===== config.mk =====
export PLATFORM = sky130hd
export DESIGN_NAME = thread_barrier_unit
export DESIGN_NICKNAME = d
export VERILOG_FILES = /design/src/rtl/barrier_pkg.sv /design/src/rtl/bar_prio_enc.sv /design/src/rtl/bar_slot_match.sv /design/src/rtl/bar_slot_entry.sv /design/src/rtl/bar_wait_view.sv /design/src/rtl/thread_barrier_unit.sv
export SDC_FILE = /design/constraint.sdc
export NUM_CORES = 1
export LEC_CHECK = 0
export BUFFER_PORTS_ARGS = -buffer_cell sky130_fd_sc_hd__clkbuf_2
export CAP_MARGIN = 20
export CORE_UTILIZATION = 43
export DETAILED_ROUTE_END_ITERATION = 12
export GPL_ROUTABILITY_DRIVEN = 0
export PLACE_DENSITY_LB_ADDON = 0.08
export SKIP_LAST_GASP = 1
export SYNTH_ARGS = -nofsm -noshare
export SYNTH_HDL_FRONTEND = slang
export SYNTH_SLANG_ARGS = --single-unit

===== constraint.sdc =====
create_clock -name clk -period 4.09 [get_ports clk]
set_input_delay 0.409 -clock clk [delete_from_list [all_inputs] [get_ports clk]]
set_output_delay 0.409 -clock clk [all_outputs]
set_load 0.03 [all_outputs]

===== src/rtl/barrier_pkg.sv =====
package barrier_pkg;
  typedef enum logic [1:0] {
    BERR_NONE     = 2'd0,
    BERR_ARG      = 2'd1,
    BERR_FULL     = 2'd2,
    BERR_CONFLICT = 2'd3
  } bar_err_e;

  localparam logic [2:0] TSTATE_RUN  = 3'd1;
  localparam logic [2:0] TSTATE_WAIT = 3'd4;
endpackage


===== src/rtl/bar_prio_enc.sv =====
// Lowest-index-first encoder over a request vector.
module bar_prio_enc #(
  parameter int N  = 4,
  parameter int IW = (N > 1) ? $clog2(N) : 1
) (
  input  logic [N-1:0]  req,
  output logic          any,
  output logic [IW-1:0] idx
);
  always_comb begin
    any = 1'b0;
    idx = '0;
    for (int i = N - 1; i >= 0; i--) begin
      if (req[i]) begin
        any = 1'b1;
        idx = IW'(i);
      end
    end
  end
endmodule


===== src/rtl/bar_slot_match.sv =====
// Compares the incoming barrier number against every open slot.
module bar_slot_match #(
  parameter int NS   = 4,
  parameter int ID_W = 8
) (
  input  logic [NS-1:0]           vld,
  input  logic [NS-1:0][ID_W-1:0] ids,
  input  logic [ID_W-1:0]         key,
  output logic [NS-1:0]           hit
);
  for (genvar s = 0; s < NS; s++) begin : g_cmp
    assign hit[s] = vld[s] && (ids[s] == key);
  end
endmodule


===== src/rtl/bar_slot_entry.sv =====
// State of one barrier slot: number, expected count, arrivals, members.
module bar_slot_entry #(
  parameter int NT    = 8,
  parameter int ID_W  = 8,
  parameter int CNT_W = 4
) (
  input  logic             clk,
  input  logic             rst_n,
  input  logic             clr,
  input  logic             alloc,
  input  logic             join_en,
  input  logic [NT-1:0]    who,
  input  logic [ID_W-1:0]  new_id,
  input  logic [CNT_W-1:0] new_exp,
  output logic             vld,
  output logic [ID_W-1:0]  id,
  output logic [CNT_W-1:0] exp_cnt,
  output logic [CNT_W-1:0] arr_cnt,
  output logic [NT-1:0]    members,
  output logic             done
);
  always_ff @(posedge clk) begin
    if (!rst_n) begin
      vld     <= 1'b0;
      id      <= '0;
      exp_cnt <= '0;
      arr_cnt <= '0;
      members <= '0;
    end else if (clr) begin
      vld     <= 1'b0;
      arr_cnt <= '0;
      members <= '0;
    end else if (alloc) begin
      vld     <= 1'b1;
      id      <= new_id;
      exp_cnt <= new_exp;
      arr_cnt <= CNT_W'(1);
      members <= who;
    end else if (join_en) begin
      arr_cnt <= arr_cnt + CNT_W'(1);
      members <= members | who;
    end
  end

  assign done = vld && (arr_cnt == exp_cnt);
endmodule


===== src/rtl/bar_wait_view.sv =====
// Folds slot membership into per-thread wait bits and status codes.
module bar_wait_view #(
  parameter int NS = 4,
  parameter int NT = 8
) (
  input  logic [NS-1:0][NT-1:0] members,
  output logic [NT-1:0]         wait_mask,
  output logic [3*NT-1:0]       thread_state
);
  import barrier_pkg::*;

  for (genvar t = 0; t < NT; t++) begin : g_thr
    logic [NS-1:0] in_slot;
    for (genvar s = 0; s < NS; s++) begin : g_slot
      assign in_slot[s] = members[s][t];
    end
    assign wait_mask[t]          = |in_slot;
    assign thread_state[3*t +: 3] = (|in_slot) ? TSTATE_WAIT : TSTATE_RUN;
  end
endmodule


===== src/rtl/thread_barrier_unit.sv =====
module thread_barrier_unit #(
  parameter int NUM_THREADS = 8,
  parameter int NUM_SLOTS   = 4,
  parameter int ID_W        = 8
) (
  input  logic                             clk,
  input  logic                             rst_n,
  input  logic                             arr_valid,
  output logic                             arr_ready,
  input  logic [$clog2(NUM_THREADS)-1:0]   arr_thread,
  input  logic [ID_W-1:0]                  arr_id,
  input  logic [$clog2(NUM_THREADS+1)-1:0] arr_count,
  input  logic                             mem_busy,
  output logic [NUM_THREADS-1:0]           wait_mask,
  output logic [3*NUM_THREADS-1:0]         thread_state,
  output logic                             rel_valid,
  output logic [ID_W-1:0]                  rel_id,
  output logic [NUM_THREADS-1:0]           rel_threads,
  output logic                             err_valid,
  output logic [1:0]                       err_code
);
  import barrier_pkg::*;

  localparam int NT    = NUM_THREADS;
  localparam int NS    = NUM_SLOTS;
  localparam int CNT_W = $clog2(NUM_THREADS + 1);
  localparam int SIW   = (NS > 1) ? $clog2(NS) : 1;

  // slot state gathered from the entries
  logic [NS-1:0]            s_vld;
  logic [NS-1:0]            s_done;
  logic [NS-1:0][ID_W-1:0]  s_id;
  logic [NS-1:0][CNT_W-1:0] s_exp;
  logic [NS-1:0][CNT_W-1:0] s_cnt;
  logic [NS-1:0][NT-1:0]    s_mem;

  logic           ready_q;
  logic           accept;
  logic [NT-1:0]  who;
  logic [NS-1:0]  hit_vec;
  logic           hit_any, free_any, rel_any, rel_fire;
  logic [SIW-1:0] hit_idx, free_idx, rel_idx;
  logic           bad_arg, conflict;
  logic           do_join, do_alloc;
  bar_err_e       err_n;

  always_ff @(posedge clk) begin
    if (!rst_n) ready_q <= 1'b0;
    else        ready_q <= 1'b1;
  end
  assign arr_ready = ready_q;
  assign accept    = arr_valid && ready_q;
  assign who       = NT'(1) << arr_thread;

  bar_slot_match #(.NS(NS), .ID_W(ID_W)) u_match (
    .vld (s_vld),
    .ids (s_id),
    .key (arr_id),
    .hit (hit_vec)
  );

  bar_prio_enc #(.N(NS), .IW(SIW)) u_hit_enc (
    .req (hit_vec), .any (hit_any), .idx (hit_idx)
  );

  bar_prio_enc #(.N(NS), .IW(SIW)) u_free_enc (
    .req (~s_vld), .any (free_any), .idx (free_idx)
  );

  bar_prio_enc #(.N(NS), .IW(SIW)) u_rel_enc (
    .req (s_done), .any (rel_any), .idx (rel_idx)
  );

  // arrival classification
  always_comb begin
    bad_arg  = (arr_id == '0) || (arr_count == '0) ||
               (int'(arr_count) > NT) || wait_mask[arr_thread];
    conflict = hit_any && ((s_exp[hit_idx] != arr_count) || s_done[hit_idx]);
    err_n    = BERR_NONE;
    do_join  = 1'b0;
    do_alloc = 1'b0;
    if (accept) begin
      if (bad_arg)        err_n    = BERR_ARG;
      else if (hit_any) begin
        if (conflict)     err_n    = BERR_CONFLICT;
        else              do_join  = 1'b1;
      end
      else if (free_any)  do_alloc = 1'b1;
      else                err_n    = BERR_FULL;
    end
  end

  assign rel_fire = rel_any && !mem_busy;

  for (genvar s = 0; s < NS; s++) begin : g_slot
    bar_slot_entry #(.NT(NT), .ID_W(ID_W), .CNT_W(CNT_W)) u_entry (
      .clk     (clk),
      .rst_n   (rst_n),
      .clr     (rel_fire && (rel_idx == SIW'(s))),
      .alloc   (do_alloc && (free_idx == SIW'(s))),
      .join_en (do_join && (hit_idx == SIW'(s))),
      .who     (who),
      .new_id  (arr_id),
      .new_exp (arr_count),
      .vld     (s_vld[s]),
      .id      (s_id[s]),
      .exp_cnt (s_exp[s]),
      .arr_cnt (s_cnt[s]),
      .members (s_mem[s]),
      .done    (s_done[s])
    );
  end

  bar_wait_view #(.NS(NS), .NT(NT)) u_view (
    .members      (s_mem),
    .wait_mask    (wait_mask),
    .thread_state (thread_state)
  );

  // registered pulses
  always_ff @(posedge clk) begin
    if (!rst_n) begin
      rel_valid   <= 1'b0;
      rel_id      <= '0;
      rel_threads <= '0;
      err_valid   <= 1'b0;
      err_code    <= 2'd0;
    end else begin
      rel_valid   <= rel_fire;
      rel_id      <= rel_fire ? s_id[rel_idx]  : '0;
      rel_threads <= rel_fire ? s_mem[rel_idx] : '0;
      err_valid   <= (err_n != BERR_NONE);
      err_code    <= err_n;
    end
  end
endmodule


* Word level (Yosys, flattened, before mapping) *
Cells that the tools add are included.

cells by class
  add/sub/neg operators = 4
  $lt $le $gt $ge = 4
  equality and inequality tests = 18
  shift operators = 1
  mux-type cells = 72
  bitwise logic cells = 10
  reduce and logical (&&, ||, !) cells = 59

operators by type and width
  cell                                                                  number
  8-bit two-way mux                                                     10
  2-bit two-way mux                                                     17
  8-bit binary-select mux with 2-bit select                             2
  8-bit == test                                                         4
  8-bit OR                                                              4
  4-bit OR reduction                                                    8
  1-bit two-way mux                                                     31
  3-bit two-way mux                                                     8
  1-bit logical AND                                                     23
  4-bit by 1-bit adder with 4-bit output, second input constant         4
  4-bit == test                                                         4
  2-bit == test, second input constant                                  6
  3-bit OR reduction                                                    4
  2-bit AND reduction                                                   5
  2-bit nonzero test                                                    5
  4-bit binary-select mux with 2-bit select                             1
  8-bit logical NOT                                                     1
  2-bit OR reduction                                                    4
  1-bit by 3-bit left shift with 8-bit output, first input constant     1
  2-bit by 1-bit == test with 1-bit output, second input constant       3
  2-bit logical NOT                                                     3
  2-bit by 3-bit < comparator with 1-bit output, second input constant  2
  1-bit NOT                                                             5
  4-bit > comparator, second input constant                             1
  other kinds (9)                                                       12

storage, ports and cells
  flip-flop bits (word level) = 121
  word-level logic and storage cells = 198

* Logic depth before layout (Yosys ltp) *
  depth in word-level cells = 18
  gate-level depth with buffers = 13
  gate-level depth less buffers = 10

* Cells and area by module *
A second synthesis with hierarchy kept.

second synthesis, totals
  cell total of the unflattened synthesis = 648
  area, all modules = 6102.1 um^2

modules (own cells, without submodules)
  module               instances  cells an instance  area each (um^2)
  bar_slot_entry       4          102                953.4
  thread_barrier_unit  1          130                1478.9
  bar_slot_match       1          56                 470.5
  bar_wait_view        1          33                 234.0
  bar_prio_enc         3          7                  35.0

* Worst setup path before layout *
OpenSTA, ideal clock, no wires.

  kind = register to register
  start = register g_slot[0].u_entry.members[5]
  end = register g_slot[0].u_entry.arr_cnt[0]
  data arrival time = 3571 ps
  data required time = 4012 ps
  setup slack = 441 ps
  cell stages (with the launch flop) = 12
  buffers on the path = 2
  cell sequence = dfxtp_1 > nor4_1 > mux4_2 > mux2i_1 > a211oi_2 > and3_1 > buf_4 > nand2_1 > nor2_2 > buf_2 > and3b_1 > nor3_1

between the ends
  word-level cells in the longest chain between the ends = 8

RTL lines
  what                                                            line                                                    RTL
  start: declaration                                              bar_slot_entry.sv:19                                    output logic [NT-1:0] members,
  start signal: assignment                                        bar_slot_entry.sv:38                                    members <= who;
  start signal: assignment                                        bar_slot_entry.sv:41                                    members <= members | who;
  4-bit OR reduction (*)                                          bar_wait_view.sv:17                                     assign wait_mask[t] = |in_slot;
  1-bit binary-select mux with 3-bit select (*)                   thread_barrier_unit.sv:77                               (int'(arr_count) > NT) || wait_mask[arr_thread];
  1-bit two-way mux (not written as such) (*)                     thread_barrier_unit.sv:77
  1-bit logical OR (*)                                            thread_barrier_unit.sv:77
  1-bit two-way mux                                               thread_barrier_unit.sv:83                               if (bad_arg) err_n = BERR_ARG;
  1-bit two-way mux                                               thread_barrier_unit.sv:82                               if (accept) begin
  1-bit logical AND, on equally long branches                     thread_barrier_unit.sv:100, thread_barrier_unit.sv:101
  1-bit two-way mux / 2-bit nonzero test (equally long branches)  n/a
  end signal: assignment                                          bar_slot_entry.sv:40                                    arr_cnt <= arr_cnt + CNT_W'(1);
  end: declaration                                                bar_slot_entry.sv:18                                    output logic [CNT_W-1:0] arr_cnt,

Mark *: on every way between the ends. The rest lies on a longest branch, timed or not. The select of a mux whose other input is x is not followed.
A chain may end at the register's enable or synchronous reset.

* Worst setup path after layout *
  start = register g_slot[2].u_entry.members[1]
  end = register g_slot[3].u_entry.members[6]

between the ends
  word-level cells in the longest chain between the ends = 8

RTL lines
  what                                                            line
  start: declaration                                              bar_slot_entry.sv:19
  start signal: assignment                                        bar_slot_entry.sv:38
  start signal: assignment                                        bar_slot_entry.sv:41
  4-bit OR reduction (*)                                          bar_wait_view.sv:17
  1-bit binary-select mux with 3-bit select (*)                   thread_barrier_unit.sv:77
  1-bit two-way mux (not written as such) (*)                     thread_barrier_unit.sv:77
  1-bit logical OR (*)                                            thread_barrier_unit.sv:77
  1-bit two-way mux                                               thread_barrier_unit.sv:83
  1-bit two-way mux                                               thread_barrier_unit.sv:82
  1-bit logical AND, on equally long branches                     thread_barrier_unit.sv:100, thread_barrier_unit.sv:101
  8-bit two-way mux / 2-bit nonzero test (equally long branches)  n/a
  end signal: assignment                                          bar_slot_entry.sv:38
  end signal: assignment                                          bar_slot_entry.sv:41
  end: declaration                                                bar_slot_entry.sv:19

Marked as above.

==> reports/qor.log <==
[run_status] status finished clean
[timing] Worst Tran Pin Value 1030 ps
[global_routing] overall routing resource usage 25.0%
[floorplanning] Die H 123 µm
[cts] Reg clk slew, reported paths 50 ps
[critical_path] worst reg2reg path startpoint g_slot[2].u_entry.members[1]
[yosys] adder and majority cell fraction of the synthesized area 0.794%
[timing] setup repair after global routing missed its margin no
[critical_path] count of cells along the worst register-to-register path 9
[critical_path] Crit path required time 4450 ps
[drt] total detailed-routing wirelength 17800 µm
[cts] Post-CTS Setup Repair Bufs 0
[timing] peak clock frequency supported by timing 281 MHz
[floorplanning] number of top-level design ports 72
[global_routing] wire length of the first global-routing pass 28100 µm
[hold_path] type of the most critical hold path in2reg
[cts] hold_buf cts 0
[floorplanning] core area 0.0141 mm²
[global_routing] global-route congestion overflow total 0
[floorplanning] die width 123 µm
[power] leakage dissipation 2.82 nW
[critical_path] r2r setup slk 530 ps
[critical_path] end point of the critical path g_slot[3].u_entry.members[6]
[drt] Via Count 5390
[power] part of the power in combinational logic 7.1%
[global_routing] number of global-route vias before repair 5149
[critical_path] ordered cell list for the critical path nor4_1 > mux4_2 > mux2i_1 > a211oi_2 > and3_1 > and3_1 > nand2_1 > a21oi_4 > a22o_1
[floorplanning] starting utilization of the core area 44.7%
[global_routing] maximum number of pins on one net before global-route repair 38
[final_layout] cell area after layout 0.00726 mm²
[cts] clock net sink count 121
[cts] clock tree from TritonCTS built
[timing] fin crit share 87.1%
[yosys] area of the mapped netlist 0.00630 mm²
[critical_path] Critical Path Sink Type flip-flop
[timing] final count of negative-setup-slack endpoints 0
[yosys] part of the Yosys area used for sequential elements 38.4%
[final_layout] nets 786
[critical_path] reg-to-reg critical path endpoint g_slot[3].u_entry.members[6]
[timing] max-slew violation count 0
[cts] Resized Gates After CTS 0
[power] Reg power frac 42.4%
[drt] via count normalized by instance count 5.65
[critical_path] most used cell, CP and3_1
[critical_path] type of the worst setup path reg2reg
[critical_path] critical path startpoint category flip-flop
[critical_path] Critical Path Source g_slot[2].u_entry.members[1]
[timing] final clock skew 11.3 ps
[yosys] xor and xnor fraction of the mapped netlist area 6.91%
[placed_design] # port buffers 63
[cts] TritonCTS buffer count 17
[cts] CTS root buf clkbuf_16
[yosys] main combinational cell family by area after synthesis simple AND/OR/NAND/NOR gates
[power] power per standard cell area 390 mW/mm²
[yosys] synth warn 0
[power] switching power as a share of total power 23.2%
[timing] total negative slack for setup checks 0 ps
[power] post-route total power 2.83 mW
[final_layout] post-layout utilization of the core 51.5%
[power] Int Power 2.17 mW
[final_layout] number of inserted filler cells in the final layout 1304
[drt] count of antenna-violating nets left after detailed routing 0
[yosys] Main synth FF type dfxtp_1
[yosys] number of synthesized flops with an enable pin 0
[yosys] Cells after Synth 709
[power] Max IR drop VDD 0.000390 V
[power] clock share of power 50.5%
[job] Max Cap Viol 0
[power] Switch Pwr 0.658 mW
[floorplanning] std cell rows 43
[final_layout] Area growth, synth to finish 15.1%
[yosys] number of distinct library cells after synthesis 68
[global_routing] number of antenna violations at the first check in global routing 0
[final_layout] fraction of final layout cells sized beyond drive strength 1 22.0%
[drt] first drt pass iteration count 6
[placed_design] half-perimeter wire length after placement 12800 µm
[drt] Remaining DRCs 0
[cts] CTS H-tree lvls 4
[critical_path] slowest cell delay on critical path 570 ps
[drt] violation count after the first detailed-route iteration 360
[yosys] share of the synthesized area in compound gates (AO/OA/AOI/OAI) 15.9%
[critical_path] slowest library cell on the worst path nor4_1
[yosys] proportion of register bits with asynchronous set or reset after synthesis 0%
[timing] Max-slew headroom 31.0%
[floorplanning] die area 0.0152 mm²
[yosys] Simple-Gate Fraction of Synth Area 23.5%
[cts] latest clock arrival within the worst-skew pair 420 ps
[timing] Hold Violations, Final 0
[yosys] Post-Syn Area per Cell 8.89 µm²
[drt] post-detailed-route wirelength per cell 18.7 µm
[yosys] portion of netlist area occupied by mux cells 7.22%
[placed_design] cell area reported after detailed placement 0.00669 mm²
[critical_path] top fanout value on the critical path 10
[final_layout] number of antenna diodes 0
[cts] Max clock buf depth 2
[yosys] number of synthesized register bits 121
[timing] minimum clock period 3560 ps
[critical_path] Arr. time, crit path 3920 ps
[area by class of cell]
class / instances / area (µm²) / share of cell area (%)
Sequential cell: 121 / 2420 / 33.4
Multi-Input combinational cell: 511 / 3450 / 47.6
Inverter: 23 / 86.3 / 1.19
Clock inverter: 9 / 100 / 1.38
Tap cell: 180 / 225 / 3.10
Clock buffer: 21 / 460 / 6.34
Timing Repair Buffer: 89 / 510 / 7.03
[worst max-delay path, delay by kind of cell, from the launching register on]
| family | cells | cell delay [ps] |
|---|---|---|
| and+or+nand+nor | 4 | 1840 |
| DFF | 1 | 330 |
| AOI/OAI and AO/OA | 3 | 830 |
| muxes | 2 | 500 |
[cell usage in the layout (no fill, tap or decap), drive strengths merged, types with 15 or more instances in the layout]
cell type  netlist  routed
a21boi          36      36
a222oi          16      16
mux2            16      16
dfxtp          121     121
nor3            31      31
clkbuf          29      84
xnor2           36      36
buf             32      26
nand3           25      25
mux2i           23      23
inv             23      23
nor2            35      35
nor4            15      15
nand2          108     108
o21ai           22      22
[power by group through the flow]
stage / clock network (mW) / logic [mW] / registers [mW]
3_3_place_gp: 0 / 0.197 / 1.22
3_5_place_dp: 0 / 0.199 / 1.22
4_1_cts: 1.46 / 0.199 / 1.20
2_1_floorplan: 0 / 0.157 / 1.22
6_report: 1.43 / 0.201 / 1.20
5_1_grt: 1.52 / 0.218 / 1.20
[metrics by stage]
step / worst slack (ps) / cells / hold WS, ps
2_1_floorplan: 441 / 716 / 435
5_1_grt: 295 / 954 / 309
3_3_place_gp: 331 / 923 / 443
4_1_cts: 439 / 953 / 276
3_5_place_dp: 311 / 923 / 461
6_report: 526 / 954 / 295
[flip-flops by register name, summed over array words and instances, names as in the netlist, 2 cells and up]
register,flops
g_slot.u_entry.arr_cnt,16
rel_threads,8
g_slot.u_entry.vld,4
g_slot.u_entry.exp_cnt,16
rel_id,8
g_slot.u_entry.id,32
err_code,2
g_slot.u_entry.members,32
[worst min-delay path by stage]
stage | start | depth (start not counted) | end | slack, ps
CTS | arr_valid | 3 | err_code[0] | 280
detailed placement | g_slot[0].u_entry.members[1] | 2 | g_slot[0].u_entry.members[1] | 460
floorplan | g_slot[1].u_entry.members[6] | 2 | g_slot[1].u_entry.members[6] | 430
global placement | g_slot[1].u_entry.members[6] | 2 | g_slot[1].u_entry.members[6] | 440
finish | arr_valid | 3 | err_code[0] | 300
global route | arr_valid | 3 | err_code[0] | 310
[cell usage after synthesis (4+ instances only)]
| cell type | count | area (µm²) |
|---|---|---|
| dfxtp_1 | 121 | 2420 |
| nand2_1 | 107 | 402 |
| nor2_1 | 34 | 128 |
| xnor2_1 | 34 | 298 |
| clkbuf_1 | 29 | 109 |
| a21boi_0 | 25 | 188 |
| nor3_1 | 25 | 125 |
| nand3_1 | 24 | 120 |
| inv_1 | 23 | 86.3 |
| mux2i_1 | 23 | 230 |
| buf_4 | 19 | 143 |
| o21ai_1 | 19 | 95.1 |
| a222oi_1 | 16 | 160 |
| mux2_2 | 16 | 180 |
| nor2b_1 | 14 | 87.6 |
| nor4_1 | 14 | 87.6 |
| a21oi_1 | 12 | 60.1 |
| xor2_1 | 12 | 105 |
| a21boi_1 | 11 | 82.6 |
| a22o_1 | 9 | 78.8 |
| and3_1 | 9 | 56.3 |
| buf_6 | 9 | 101 |
| or3_1 | 9 | 56.3 |
| nand4_1 | 8 | 50.1 |
| a211oi_2 | 7 | 87.6 |
| nand2b_1 | 7 | 43.8 |
| nor3_2 | 5 | 50.1 |
| o31ai_1 | 5 | 37.5 |
| buf_2 | 4 | 20.0 |
| ha_1 | 4 | 50.1 |
[logic make-up after synthesis]
logic type / Yosys count
simple gates: 284
compound gates: 126
xor+xnor: 48
flops: 121
other cells: 1
mux: 41
fa+ha+maj: 4
buf+inv: 84
[layer usage]
layer  wire (µm)  track usage [%]  share of wire, %
met4         539             10.9               3.0
met1        7760             30.1                44
met5           0                0                 0
met3         864             6.23               4.9
met2        8630             42.0                49
(Power assumes the default switching activity.)
